## src/rtl/smb_pkg.sv

```systemverilog
package smb_pkg;
  localparam int REG_W       = 8;
  localparam int AMP_W       = 10;
  localparam int AMP_BASE_MV = 300;
  localparam int AMP_STEP_MV = 100;

  typedef enum logic [2:0] {
    ST_IDLE,
    ST_ADDR,
    ST_CMD,
    ST_CNT,
    ST_WR,
    ST_RD,
    ST_SKIP
  } link_st_e;

  function automatic logic [REG_W-1:0] reg_rst_val(input int idx);
    case (idx)
      0:       return 8'h04;
      1:       return 8'h00;
      2:       return 8'hC0;
      3:       return 8'h08;
      4:       return 8'h06;
      5:       return 8'hD8;
      default: return 8'h00;
    endcase
  endfunction
endpackage

```

## src/rtl/smb_pin_sync.sv

```systemverilog
module smb_pin_sync #(
  parameter int STAGES = 2
) (
  input  logic clk_i,
  input  logic rst_ni,
  input  logic scl_i,
  input  logic sda_i,
  output logic sda_o,
  output logic scl_rise_o,
  output logic scl_fall_o,
  output logic start_o,
  output logic stop_o
);
  logic [STAGES-1:0] scl_pipe, sda_pipe;
  logic scl_q, sda_q, scl_s, sda_s;

  generate
    if (STAGES == 1) begin : g_one
      always_ff @(posedge clk_i or negedge rst_ni) begin
        if (!rst_ni) begin
          scl_pipe <= '1;
          sda_pipe <= '1;
        end else begin
          scl_pipe <= scl_i;
          sda_pipe <= sda_i;
        end
      end
    end else begin : g_multi
      always_ff @(posedge clk_i or negedge rst_ni) begin
        if (!rst_ni) begin
          scl_pipe <= '1;
          sda_pipe <= '1;
        end else begin
          scl_pipe <= {scl_pipe[STAGES-2:0], scl_i};
          sda_pipe <= {sda_pipe[STAGES-2:0], sda_i};
        end
      end
    end
  endgenerate

  assign scl_s = scl_pipe[STAGES-1];
  assign sda_s = sda_pipe[STAGES-1];

  always_ff @(posedge clk_i or negedge rst_ni) begin
    if (!rst_ni) begin
      scl_q <= 1'b1;
      sda_q <= 1'b1;
    end else begin
      scl_q <= scl_s;
      sda_q <= sda_s;
    end
  end

  assign sda_o      = sda_s;
  assign scl_rise_o = scl_s & ~scl_q;
  assign scl_fall_o = ~scl_s & scl_q;
  // SDA moving while SCL is held high
  assign start_o    = scl_s & scl_q & sda_q & ~sda_s;
  assign stop_o     = scl_s & scl_q & ~sda_q & sda_s;
endmodule

```

## src/rtl/smb_link.sv

```systemverilog
module smb_link
  import smb_pkg::*;
#(
  parameter int         IW       = 7,
  parameter logic [6:0] DEV_ADDR = 7'h6B
) (
  input  logic             clk_i,
  input  logic             rst_ni,
  input  logic             sda_i,
  input  logic             scl_rise_i,
  input  logic             scl_fall_i,
  input  logic             start_i,
  input  logic             stop_i,
  input  logic [REG_W-1:0] rd_data_i,
  input  logic [REG_W-1:0] cnt_data_i,
  output logic             sda_oe_o,
  output logic [IW-1:0]    rd_idx_o,
  output logic             wr_en_o,
  output logic [IW-1:0]    wr_idx_o,
  output logic [REG_W-1:0] wr_data_o
);
  link_st_e         state, nxt;
  logic [3:0]       bit_cnt;
  logic [REG_W-1:0] rx_sh, tx_sh;
  logic             ack_slot, byte_mode, mack, sda_oe;
  logic [IW-1:0]    ptr, ptr_inc;

  assign ptr_inc  = (ptr == '1) ? ptr : ptr + IW'(1);
  assign rd_idx_o = ptr;
  assign sda_oe_o = sda_oe;

  always_ff @(posedge clk_i or negedge rst_ni) begin
    if (!rst_ni) begin
      state     <= ST_IDLE;
      nxt       <= ST_IDLE;
      bit_cnt   <= '0;
      rx_sh     <= '0;
      tx_sh     <= '0;
      ack_slot  <= 1'b0;
      byte_mode <= 1'b0;
      mack      <= 1'b0;
      sda_oe    <= 1'b0;
      ptr       <= '0;
      wr_en_o   <= 1'b0;
      wr_idx_o  <= '0;
      wr_data_o <= '0;
    end else begin
      wr_en_o <= 1'b0;
      if (start_i) begin
        state    <= ST_ADDR;
        bit_cnt  <= '0;
        ack_slot <= 1'b0;
        sda_oe   <= 1'b0;
      end else if (stop_i) begin
        state    <= ST_IDLE;
        bit_cnt  <= '0;
        ack_slot <= 1'b0;
        sda_oe   <= 1'b0;
      end else begin
        unique case (state)
          ST_ADDR, ST_CMD, ST_CNT, ST_WR: begin
            if (scl_rise_i && !ack_slot && bit_cnt != 4'd8) begin
              rx_sh   <= {rx_sh[REG_W-2:0], sda_i};
              bit_cnt <= bit_cnt + 4'd1;
            end else if (scl_fall_i && !ack_slot && bit_cnt == 4'd8) begin
              // full byte in hand: act on it and open the ack slot
              ack_slot <= 1'b1;
              unique case (state)
                ST_ADDR: begin
                  if (rx_sh[7:1] == DEV_ADDR) begin
                    sda_oe <= 1'b1;
                    nxt    <= rx_sh[0] ? ST_RD : ST_CMD;
                  end else begin
                    nxt    <= ST_SKIP;
                  end
                end
                ST_CMD: begin
                  sda_oe    <= 1'b1;
                  byte_mode <= rx_sh[7];
                  ptr       <= rx_sh[IW-1:0];
                  nxt       <= rx_sh[7] ? ST_WR : ST_CNT;
                end
                ST_CNT: begin
                  sda_oe <= 1'b1;
                  nxt    <= ST_WR;
                end
                default: begin
                  sda_oe    <= 1'b1;
                  wr_en_o   <= 1'b1;
                  wr_idx_o  <= ptr;
                  wr_data_o <= rx_sh;
                  ptr       <= ptr_inc;
                  nxt       <= byte_mode ? ST_SKIP : ST_WR;
                end
              endcase
            end else if (scl_fall_i && ack_slot) begin
              ack_slot <= 1'b0;
              bit_cnt  <= '0;
              state    <= nxt;
              if (nxt == ST_RD) begin
                if (byte_mode) begin
                  sda_oe <= ~rd_data_i[7];
                  tx_sh  <= {rd_data_i[REG_W-2:0], 1'b0};
                  ptr    <= ptr_inc;
                end else begin
                  sda_oe <= ~cnt_data_i[7];
                  tx_sh  <= {cnt_data_i[REG_W-2:0], 1'b0};
                end
                bit_cnt <= 4'd1;
              end else begin
                sda_oe <= 1'b0;
              end
            end
          end
          ST_RD: begin
            if (scl_fall_i) begin
              if (bit_cnt < 4'd8) begin
                sda_oe  <= ~tx_sh[7];
                tx_sh   <= {tx_sh[REG_W-2:0], 1'b0};
                bit_cnt <= bit_cnt + 4'd1;
              end else if (bit_cnt == 4'd8) begin
                sda_oe  <= 1'b0;
                bit_cnt <= 4'd9;
              end else if (mack && !byte_mode) begin
                sda_oe  <= ~rd_data_i[7];
                tx_sh   <= {rd_data_i[REG_W-2:0], 1'b0};
                ptr     <= ptr_inc;
                bit_cnt <= 4'd1;
              end else begin
                sda_oe <= 1'b0;
                state  <= ST_SKIP;
              end
            end else if (scl_rise_i && bit_cnt == 4'd9) begin
              mack <= ~sda_i;
            end
          end
          default: ;
        endcase
      end
    end
  end
endmodule

```

## src/rtl/smb_regbank.sv

```systemverilog
module smb_regbank
  import smb_pkg::*;
#(
  parameter int NREG    = 6,
  parameter int IW      = 7,
  parameter int CNT_IDX = 4
) (
  input  logic                  clk_i,
  input  logic                  rst_ni,
  input  logic                  wr_en_i,
  input  logic [IW-1:0]         wr_idx_i,
  input  logic [REG_W-1:0]      wr_data_i,
  input  logic [IW-1:0]         rd_idx_i,
  output logic [REG_W-1:0]      rd_data_o,
  output logic [REG_W-1:0]      cnt_data_o,
  output logic [NREG*REG_W-1:0] regs_o
);
  logic [REG_W-1:0] regs [NREG];

  generate
    for (genvar i = 0; i < NREG; i++) begin : g_reg
      always_ff @(posedge clk_i or negedge rst_ni) begin
        if (!rst_ni)                                regs[i] <= reg_rst_val(i);
        else if (wr_en_i && wr_idx_i == IW'(i))     regs[i] <= wr_data_i;
      end
      assign regs_o[i*REG_W +: REG_W] = regs[i];
    end
  endgenerate

  // unimplemented indices read as zero
  always_comb begin
    rd_data_o = '0;
    for (int i = 0; i < NREG; i++)
      if (rd_idx_i == IW'(i)) rd_data_o = regs[i];
  end

  assign cnt_data_o = regs[CNT_IDX];
endmodule

```

## src/rtl/smb_out_decode.sv

```systemverilog
module smb_out_decode
  import smb_pkg::*;
#(
  parameter int DEF_AMP_MV = 700
) (
  input  logic             ref_bit_i,
  input  logic             diff0_bit_i,
  input  logic             diff1_bit_i,
  input  logic             amp_sel_i,
  input  logic [2:0]       amp_code_i,
  output logic             ref_en_o,
  output logic [1:0]       diff_en_o,
  output logic [AMP_W-1:0] amp_mv_o
);
  assign ref_en_o  = ref_bit_i;
  assign diff_en_o = {diff1_bit_i, diff0_bit_i};
  assign amp_mv_o  = amp_sel_i
                   ? AMP_W'(AMP_BASE_MV) + AMP_W'(amp_code_i) * AMP_W'(AMP_STEP_MV)
                   : AMP_W'(DEF_AMP_MV);
endmodule

```

## src/rtl/smb_reg_slave.sv

```systemverilog
module smb_reg_slave
  import smb_pkg::*;
#(
  parameter int         NREG        = 6,
  parameter int         IW          = 7,
  parameter int         CNT_IDX     = 4,
  parameter int         SYNC_STAGES = 2,
  parameter int         DEF_AMP_MV  = 700,
  parameter logic [6:0] DEV_ADDR    = 7'h6B
) (
  input  logic                  clk_i,
  input  logic                  rst_ni,
  input  logic                  scl_i,
  input  logic                  sda_i,
  output logic                  sda_oe_o,
  output logic [NREG*REG_W-1:0] regs_o,
  output logic                  ref_en_o,
  output logic [1:0]            diff_en_o,
  output logic [AMP_W-1:0]      amp_mv_o
);
  localparam int CTL_REF  = 0;
  localparam int CTL_DIFF = 2;
  localparam int CTL_AMP  = 5;

  logic             sda_s, scl_rise, scl_fall, start_c, stop_c;
  logic [REG_W-1:0] rd_data, cnt_data, wr_data;
  logic [IW-1:0]    rd_idx, wr_idx;
  logic             wr_en;

  smb_pin_sync #(.STAGES(SYNC_STAGES)) u_sync (
    .clk_i, .rst_ni, .scl_i, .sda_i,
    .sda_o(sda_s), .scl_rise_o(scl_rise), .scl_fall_o(scl_fall),
    .start_o(start_c), .stop_o(stop_c)
  );

  smb_link #(.IW(IW), .DEV_ADDR(DEV_ADDR)) u_link (
    .clk_i, .rst_ni, .sda_i(sda_s),
    .scl_rise_i(scl_rise), .scl_fall_i(scl_fall),
    .start_i(start_c), .stop_i(stop_c),
    .rd_data_i(rd_data), .cnt_data_i(cnt_data),
    .sda_oe_o, .rd_idx_o(rd_idx),
    .wr_en_o(wr_en), .wr_idx_o(wr_idx), .wr_data_o(wr_data)
  );

  smb_regbank #(.NREG(NREG), .IW(IW), .CNT_IDX(CNT_IDX)) u_bank (
    .clk_i, .rst_ni,
    .wr_en_i(wr_en), .wr_idx_i(wr_idx), .wr_data_i(wr_data),
    .rd_idx_i(rd_idx), .rd_data_o(rd_data), .cnt_data_o(cnt_data),
    .regs_o
  );

  smb_out_decode #(.DEF_AMP_MV(DEF_AMP_MV)) u_dec (
    .ref_bit_i  (regs_o[CTL_REF*REG_W + 2]),
    .diff0_bit_i(regs_o[CTL_DIFF*REG_W + 7]),
    .diff1_bit_i(regs_o[CTL_DIFF*REG_W + 6]),
    .amp_sel_i  (regs_o[CTL_AMP*REG_W + 7]),
    .amp_code_i (regs_o[CTL_AMP*REG_W + 4 +: 3]),
    .ref_en_o, .diff_en_o, .amp_mv_o
  );
endmodule

```

## config.mk

```make
export PLATFORM = sky130hd
export DESIGN_NAME = smb_reg_slave
export DESIGN_NICKNAME = d
export VERILOG_FILES = /design/src/rtl/smb_pkg.sv /design/src/rtl/smb_pin_sync.sv /design/src/rtl/smb_link.sv /design/src/rtl/smb_regbank.sv /design/src/rtl/smb_out_decode.sv /design/src/rtl/smb_reg_slave.sv
export SDC_FILE = /design/constraint.sdc
export NUM_CORES = 1
export LEC_CHECK = 0
export BUFFER_PORTS_ARGS = -buffer_cell sky130_fd_sc_hd__buf_2
export CORE_ASPECT_RATIO = 1.75
export CORE_UTILIZATION = 24
export DETAILED_ROUTE_END_ITERATION = 10
export PLACE_DENSITY = 0.52
export REMOVE_ABC_BUFFERS = 1
export SYNTH_ARGS = -nofsm -noshare
export SYNTH_HDL_FRONTEND = slang
export SYNTH_HIERARCHICAL = 1
export SYNTH_SLANG_ARGS = --single-unit
```

## constraint.sdc

```tcl
create_clock -name clk_i -period 2.3 [get_ports clk_i]
set_input_delay 0.115 -clock clk_i [delete_from_list [all_inputs] [get_ports clk_i]]
set_output_delay 0.115 -clock clk_i [all_outputs]
set_load 0.005 [all_outputs]
```

[Word level (Yosys, flattened, before mapping)]
Cells that the tools add are included.
Cells by class
  bitwise logic cells: 19
  add/subtract/negate cells: 3
  equal/unequal tests: 48
  multipliers: 1
  reductions and logical operators: 35
  $lt $le $gt $ge: 1
  muxes and demuxes: 81
Operator list (number)
  8-bit 2-to-1 mux: 15
  7-bit 2-to-1 mux: 10
  3-bit 2-to-1 mux: 12
  4-bit 2-to-1 mux: 9
  7-bit by 2-bit == test with 1-bit output, second input constant: 4
  7-bit by 3-bit == test with 1-bit output, second input constant: 4
  7-bit case mux with 2 select lines: 2
  1-bit 2-to-1 mux: 26
  4-bit != test, second input constant: 6
  5-bit AND reduction: 4
  8-bit case mux with 2 select lines: 1
  7-bit by 1-bit == test with 1-bit output, second input constant: 2
  7-bit == test, second input constant: 2
  7-bit logical NOT: 2
  1-bit logical AND: 13
  3-bit by 1-bit != test with 1-bit output, second input constant: 4
  1-bit NOT: 12
  12-bit AND reduction: 1
  6-bit AND reduction: 2
  9-bit by 10-bit adder with 10-bit output, first input constant: 1
  10-bit 2-to-1 mux: 1
  5-bit by 3-bit != test with 1-bit output, second input constant: 2
  10-bit AND reduction: 1
  3-bit == test, second input constant: 3
  30 further kinds: 49
Word-level totals
  register bits: 107
  logic and storage cells: 211

[Logic depth before layout (Yosys ltp)]
  depth in word-level cells: 16
  depth in mapped cells: 9
  depth with buffers taken out: 8

[By module]
Netlist, hierarchy kept.
Modules (own cells, without submodules)
  smb_link: area an instance 2939.1 um2, times used 1, seq. area each 1301.2 um2, cells an instance 291
  smb_regbank: area an instance 2382.3 um2, times used 1, seq. area each 1213.7 um2, cells an instance 160
  smb_out_decode: area an instance 321.6 um2, times used 1, seq. area each 0.0 um2, cells an instance 42
  smb_pin_sync: area an instance 190.2 um2, times used 1, seq. area each 157.7 um2, cells an instance 10

[Worst setup path before layout]
Ideal clock, no wire load.
  kind: register -> register
  from: register u_link.ptr[0], in the netlist u_link/rd_idx_o[0]
  to: register u_link.sda_oe, in the netlist u_link/sda_oe_o
  stages on the path, launching flop included: 8
  arrival time: 2.167 ns
  buffers on the path: 1
  slack: 0.038 ns
  library setup time: 0.095 ns
  cells stage by stage: dfrtp_1 > buf_2 > mux4_2 > a22oi_1 > nor2_1 > a211o_1 > a311o_1 > o31ai_1
On the way
  cells in the longest elaborated chain, start to end: 16
  elaborated cells on any way between the ends: 25
  those cells by class: eq/ne (5); mux (18); bitwise (1); reduce/logical (1)
RTL lines
  start: declaration: RTL line smb_link.sv:26  | logic [IW-1:0] ptr, ptr_inc;
  start signal: assignment: RTL line smb_link.sv:80  | ptr <= rx_sh[IW-1:0];
  start signal: assignment: RTL line smb_link.sv:92  | ptr <= ptr_inc;
  start signal: assignment: RTL line smb_link.sv:104  | ptr <= ptr_inc;
  7-bit logical NOT: RTL line smb_regbank.sv:34  | if (rd_idx_i == IW'(i)) rd_data_o = regs[i];
  8-bit 2-to-1 mux (5 in a row): RTL line smb_regbank.sv:34
  8-bit 2-to-1 mux (*): RTL line smb_regbank.sv:34
  net rd_data[7]: RTL line smb_reg_slave.sv:26  | logic [REG_W-1:0] rd_data, cnt_data, wr_data;
  1-bit NOT (*): RTL line smb_link.sv:102, smb_link.sv:125
  1-bit 2-to-1 mux: RTL line smb_link.sv:101  | if (byte_mode) begin
  1-bit 2-to-1 mux: RTL line smb_link.sv:100  | if (nxt == ST_RD) begin
  1-bit 2-to-1 mux: RTL line smb_link.sv:96  | end else if (scl_fall_i && ack_slot) begin
  1-bit 2-to-1 mux: RTL line smb_link.sv:65  | end else if (scl_fall_i && !ack_slot && bit_cnt == 4'd8) begin
  1-bit 2-to-1 mux: RTL line smb_link.sv:62  | if (scl_rise_i && !ack_slot && bit_cnt != 4'd8) begin
  1-bit case mux with 2 select lines (*): RTL line smb_link.sv:60  | unique case (state)
  1-bit 2-to-1 mux (*): RTL line smb_link.sv:54  | end else if (stop_i) begin
  1-bit 2-to-1 mux (*): RTL line smb_link.sv:49  | if (start_i) begin
  end signal: assignment: RTL line smb_link.sv:102  | sda_oe <= ~rd_data_i[7];
  end signal: assignment: RTL line smb_link.sv:106  | sda_oe <= ~cnt_data_i[7];
  end signal: assignment: RTL line smb_link.sv:118  | sda_oe <= ~tx_sh[7];
  end: declaration: RTL line smb_link.sv:25  | logic ack_slot, byte_mode, mack, sda_oe;
The timed path passes the listed nets; every way through them passes the cells marked *. The select of a mux whose other input is x is not followed.
A chain may end at the register's enable or synchronous reset.

[Worst setup path in the final report]
  from: register u_sync.sda_pipe[1]
  to: register u_link.bit_cnt[0]
On the way
  cells in the longest elaborated chain, start to end: 4
  elaborated cells on any way between the ends: 11
  those cells by class: eq/ne (4); mux (2); bitwise (3); reduce/logical (2)
RTL lines
  start: declaration: RTL line smb_pin_sync.sv:14  | logic [STAGES-1:0] scl_pipe, sda_pipe;
  start signal: assignment: RTL line smb_pin_sync.sv:35  | sda_pipe <= {sda_pipe[STAGES-2:0], sda_i};
  1-bit NOT (*): RTL line smb_pin_sync.sv:58  | assign start_o = scl_s & scl_q & sda_q & ~sda_s;
  1-bit bitwise AND (*): RTL line smb_pin_sync.sv:58
  net start_c: RTL line smb_reg_slave.sv:25  | logic sda_s, scl_rise, scl_fall, start_c, stop_c;
  6-bit by 3-bit != test with 1-bit output (no line) (tied with other cells)
  5-bit AND reduction (no line)
  end signal: assignment: RTL line smb_link.sv:64  | bit_cnt <= bit_cnt + 4'd1;
  end signal: assignment: RTL line smb_link.sv:120  | bit_cnt <= bit_cnt + 4'd1;
  end: declaration: RTL line smb_link.sv:23  | logic [3:0] bit_cnt;
The timed path passes the listed nets; every way through them passes the cells marked *.

==> results.sh <==
export IMPL_outcome="finished, final reports clean"
export IMPL_antenna_found_initial=0
export IMPL_ys_async_sr_fraction_pct=100.0
export IMPL_clk_latency_ps=350
export IMPL_grt_pass1_wl_um=25410
export IMPL_synth_warnings=6
export IMPL_cts_buffers=9
export IMPL_drc=0
export IMPL_hold_class="input pin to asynchronous set/reset pin"
export IMPL_ys_seq_area_share_pct=45.82
export IMPL_power_density_nw_per_um2=641.0
export IMPL_maxCapViolCount=0
export IMPL_clock_sinks=106
export IMPL_worstPathMaxFanout=9
export IMPL_yosysUniqueCellTypes=73
export IMPL_r2r_end="u_link/bit_cnt[0]"
export IMPL_avgSynthCellArea_um2=11.60
export IMPL_drive_gt1_share_pct=41.09
export IMPL_hold_viol_final=0
export IMPL_n_antenna_cell=0
export IMPL_synth_edf_count=0
export IMPL_r2r_slack_ps=130
export IMPL_post_route_period_util_pct=94.50
export IMPL_fin_crit_ps=2174
export IMPL_hpwlAfterDp_um=12530
export IMPL_arrival_ps=2390
export IMPL_fin_skew_ps=11.83
export IMPL_cts_clk_slew_worst_paths_ps=70
export IMPL_io_pin_count=66
export IMPL_grt_util_all_layers_pct=13.46
export IMPL_syn_to_final_growth_pct=18.81
export IMPL_drt_wl_total_um=16270
export IMPL_critPathKind="register to register"
export IMPL_cts_max_path_buffers=2
export IMPL_die_x_um=119.9
export IMPL_via_per_inst=4.832
export IMPL_grt_ovfl_total=0
export IMPL_clock_fmax_ghz=0.4601
export IMPL_core_area_um2=23930
export IMPL_port_buffers=63
export IMPL_fin_nets=600
export IMPL_vias=4334
export IMPL_worstSetupEndpointType="register"
export IMPL_tightest_slew_ps=634.6
export IMPL_gp_congestion=0.8382
export IMPL_r2r_start="u_sync/sda_pipe[1]"
export IMPL_whs_ps=288.0
export IMPL_vdd_drop_max_uv=359.7
export IMPL_die_area_um2=24960
export IMPL_avgRoutedWirePerCell_um=18.13
export IMPL_slew_headroom_pct=57.30
export IMPL_netlist_area_um2=5833
export IMPL_ant_nets=0
export IMPL_grt_pass1_vias=4443
export IMPL_drv_slew=0
export IMPL_cts_root_buf="clkbuf_16"
export IMPL_start_util_pct=24.38
export IMPL_ys_ff_latch=106
export IMPL_cts_tree="done"
export IMPL_critPathRequiredTime_ps=2520
export IMPL_rows=75
export IMPL_total_power_mw=4.443
export IMPL_leakage_nw=3.286
export IMPL_synthCells=503
export IMPL_synth_ff_type="dfrtp_1"
export IMPL_drt_initial_drc_count=220
export IMPL_worstSetupStartpointType="register"
export IMPL_firstDrtPassIters=4
export IMPL_h_tree_depth=3
export IMPL_fill_cells=2486
export IMPL_grt_start_max_net_pins=44
export IMPL_die_h_um=208.2
export IMPL_rsz0062_at_grt="false"
export IMPL_rr_worst_depth=6
export IMPL_setup_viol=0
## power breakdown
part	switching, mW	internal, mW
logic	0.550	0.378
registers	0.103	1.94
clock network	0.703	0.768
total	1.36	3.09
## logic make-up after synthesis
family / after synthesis / synth area share, %
adders and majority gates: 12 / 2.574
muxes: 101 / 20.81
AOI/OAI and AO/OA: 94 / 11.80
and+or+nand+nor: 132 / 13.19
xor gates and xnor gates: 4 / 0.6005
buffers and inverters: 53 / 5.148
other: 1 / 0.06429
DFF: 106 / 45.82
## per-layer routing
metal  vias to the layer above  GRT usage, %  part of all wire (%)
li1                       2010             -                     -
met1                      2191         13.66                    36
met2                       103         26.05                    57
met3                        30         1.535                   2.7
met4                         0         7.371                   4.0
met5                         -             0                     0
## critical path, cell delays in order, from the launching register on
cell,delay [ps]
dfstp_2,580
and4b_1,220
or2_2,400
o32ai_1,430
buf_4,190
nor2_1,80
mux2i_1,130
## sequential cells by signal (all words and copies together), names as in the netlist, 4 cells and up
name,flops
u_bank/regs_o,40
u_link/bit_cnt,4
u_link/rx_sh,8
u_link/rd_idx_o,7
u_link/wr_data_o,8
u_bank/cnt_data_o,8
u_link/wr_idx_o,7
u_link/tx_sh,7
## Yosys cell counts, types with 3 or more instances
master	number	area (um^2)
nand4b_1	3	26.28
mux2i_1	11	110.1
nand2b_1	6	37.54
nand4_2	3	37.54
clkbuf_1	4	15.01
nand4_1	3	18.77
o211a_1	3	30.03
ha_1	12	150.1
dfstp_2	16	420.4
o21a_1	4	30.03
a31oi_1	3	18.77
o22ai_1	14	87.58
dfrtp_1	90	2252
mux4_2	8	180.2
a2bb2oi_1	6	52.55
buf_4	18	135.1
a2111oi_0	3	26.28
nor4_1	4	25.02
nor3_1	3	15.01
buf_6	3	33.78
and4b_1	4	40.04
nand3b_1	3	22.52
o21ai_0	21	105.1
nor2b_1	9	56.30
nand2_1	27	101.4
inv_1	18	67.56
a22oi_1	7	52.55
xnor2_1	4	35.03
a21oi_1	8	40.04
nand3_1	13	65.06
mux2_2	82	923.4
and2_1	3	18.77
buf_2	8	40.04
nor2_1	33	123.9
## how the worst max path moves through the flow
stage | startpoint | to | slack, ps
global route | u_link/rd_idx_o[0] | u_link/rd_idx_o[3] | 7
finish | u_sync/sda_pipe[1] | u_link/bit_cnt[0] | 130
global placement | u_sync/sda_pipe[1] | u_link/bit_cnt[0] | 140
detailed placement | u_link/rd_idx_o[0] | u_link/rd_idx_o[3] | 120
floorplan | u_link/rd_idx_o[0] | u_link/sda_oe_o | -230
CTS | u_bank/regs_o[44] | amp_mv_o[6] | 8
## layout make-up
type                    count  area (um^2)  area share [%]
inverters                  18        67.56          0.9749
repair buffers            104        645.6           9.316
multi-input cells         345         2883           41.60
well taps                 308        385.4           5.561
clock inverters             4        28.78          0.4152
flip-flops and latches    106         2674           38.58
clock buffers              12        246.5           3.557
## placed cells by master (no fill, tap or decap), types with 3 or more instances in the layout
cell / instances
mux4_2: 8
xnor2_1: 4
mux2_2: 82
nand4b_1: 3
mux2i_1: 11
dlygate4sd3_1: 3
inv_1: 18
nand3_1: 13
o22ai_1: 14
and2_1: 3
a31oi_1: 3
o211a_1: 3
dfrtp_1: 89
nor4_1: 4
a21oi_1: 8
o21a_1: 4
nand3b_1: 3
nand2_1: 27
nand4_1: 3
ha_1: 11
and4b_1: 4
clkbuf_16: 9
nor2_1: 33
buf_4: 38
dfstp_2: 16
buf_2: 62
nand2b_1: 6
a22oi_1: 7
nand4_2: 3
nor2b_1: 9
a2bb2oi_1: 6
o21ai_0: 21
## per-stage QoR
| stage | instances | cell area, um^2 | setup TNS (ps) | utilization (%) | setup WS (ps) |
|---|---|---|---|---|---|
| global route | 897 | 6930 | 0 | 28.96 | 7.076 |
| finish | 897 | 6930 | 0 | 28.96 | 126.5 |
| detailed placement | 876 | 6590 | 0 | 27.54 | 122.5 |
| floorplan | 469 | 5604 | -229.2 | - | -229.2 |
| global placement | 876 | 6590 | 0 | 27.54 | 141.3 |
| CTS | 895 | 6895 | 0 | 28.82 | 8.298 |
## timing repair
| action | CTS | global route |
|---|---|---|
| hold endpoints to repair | 34 | 0 |
| hold buffers | 3 | 0 |
| endpoints found under the setup margin | 0 | 6 |
| buffers inserted | 0 | 2 |
| gates resized for setup | 0 | 4 |
Power figures use the tool's default switching activity.
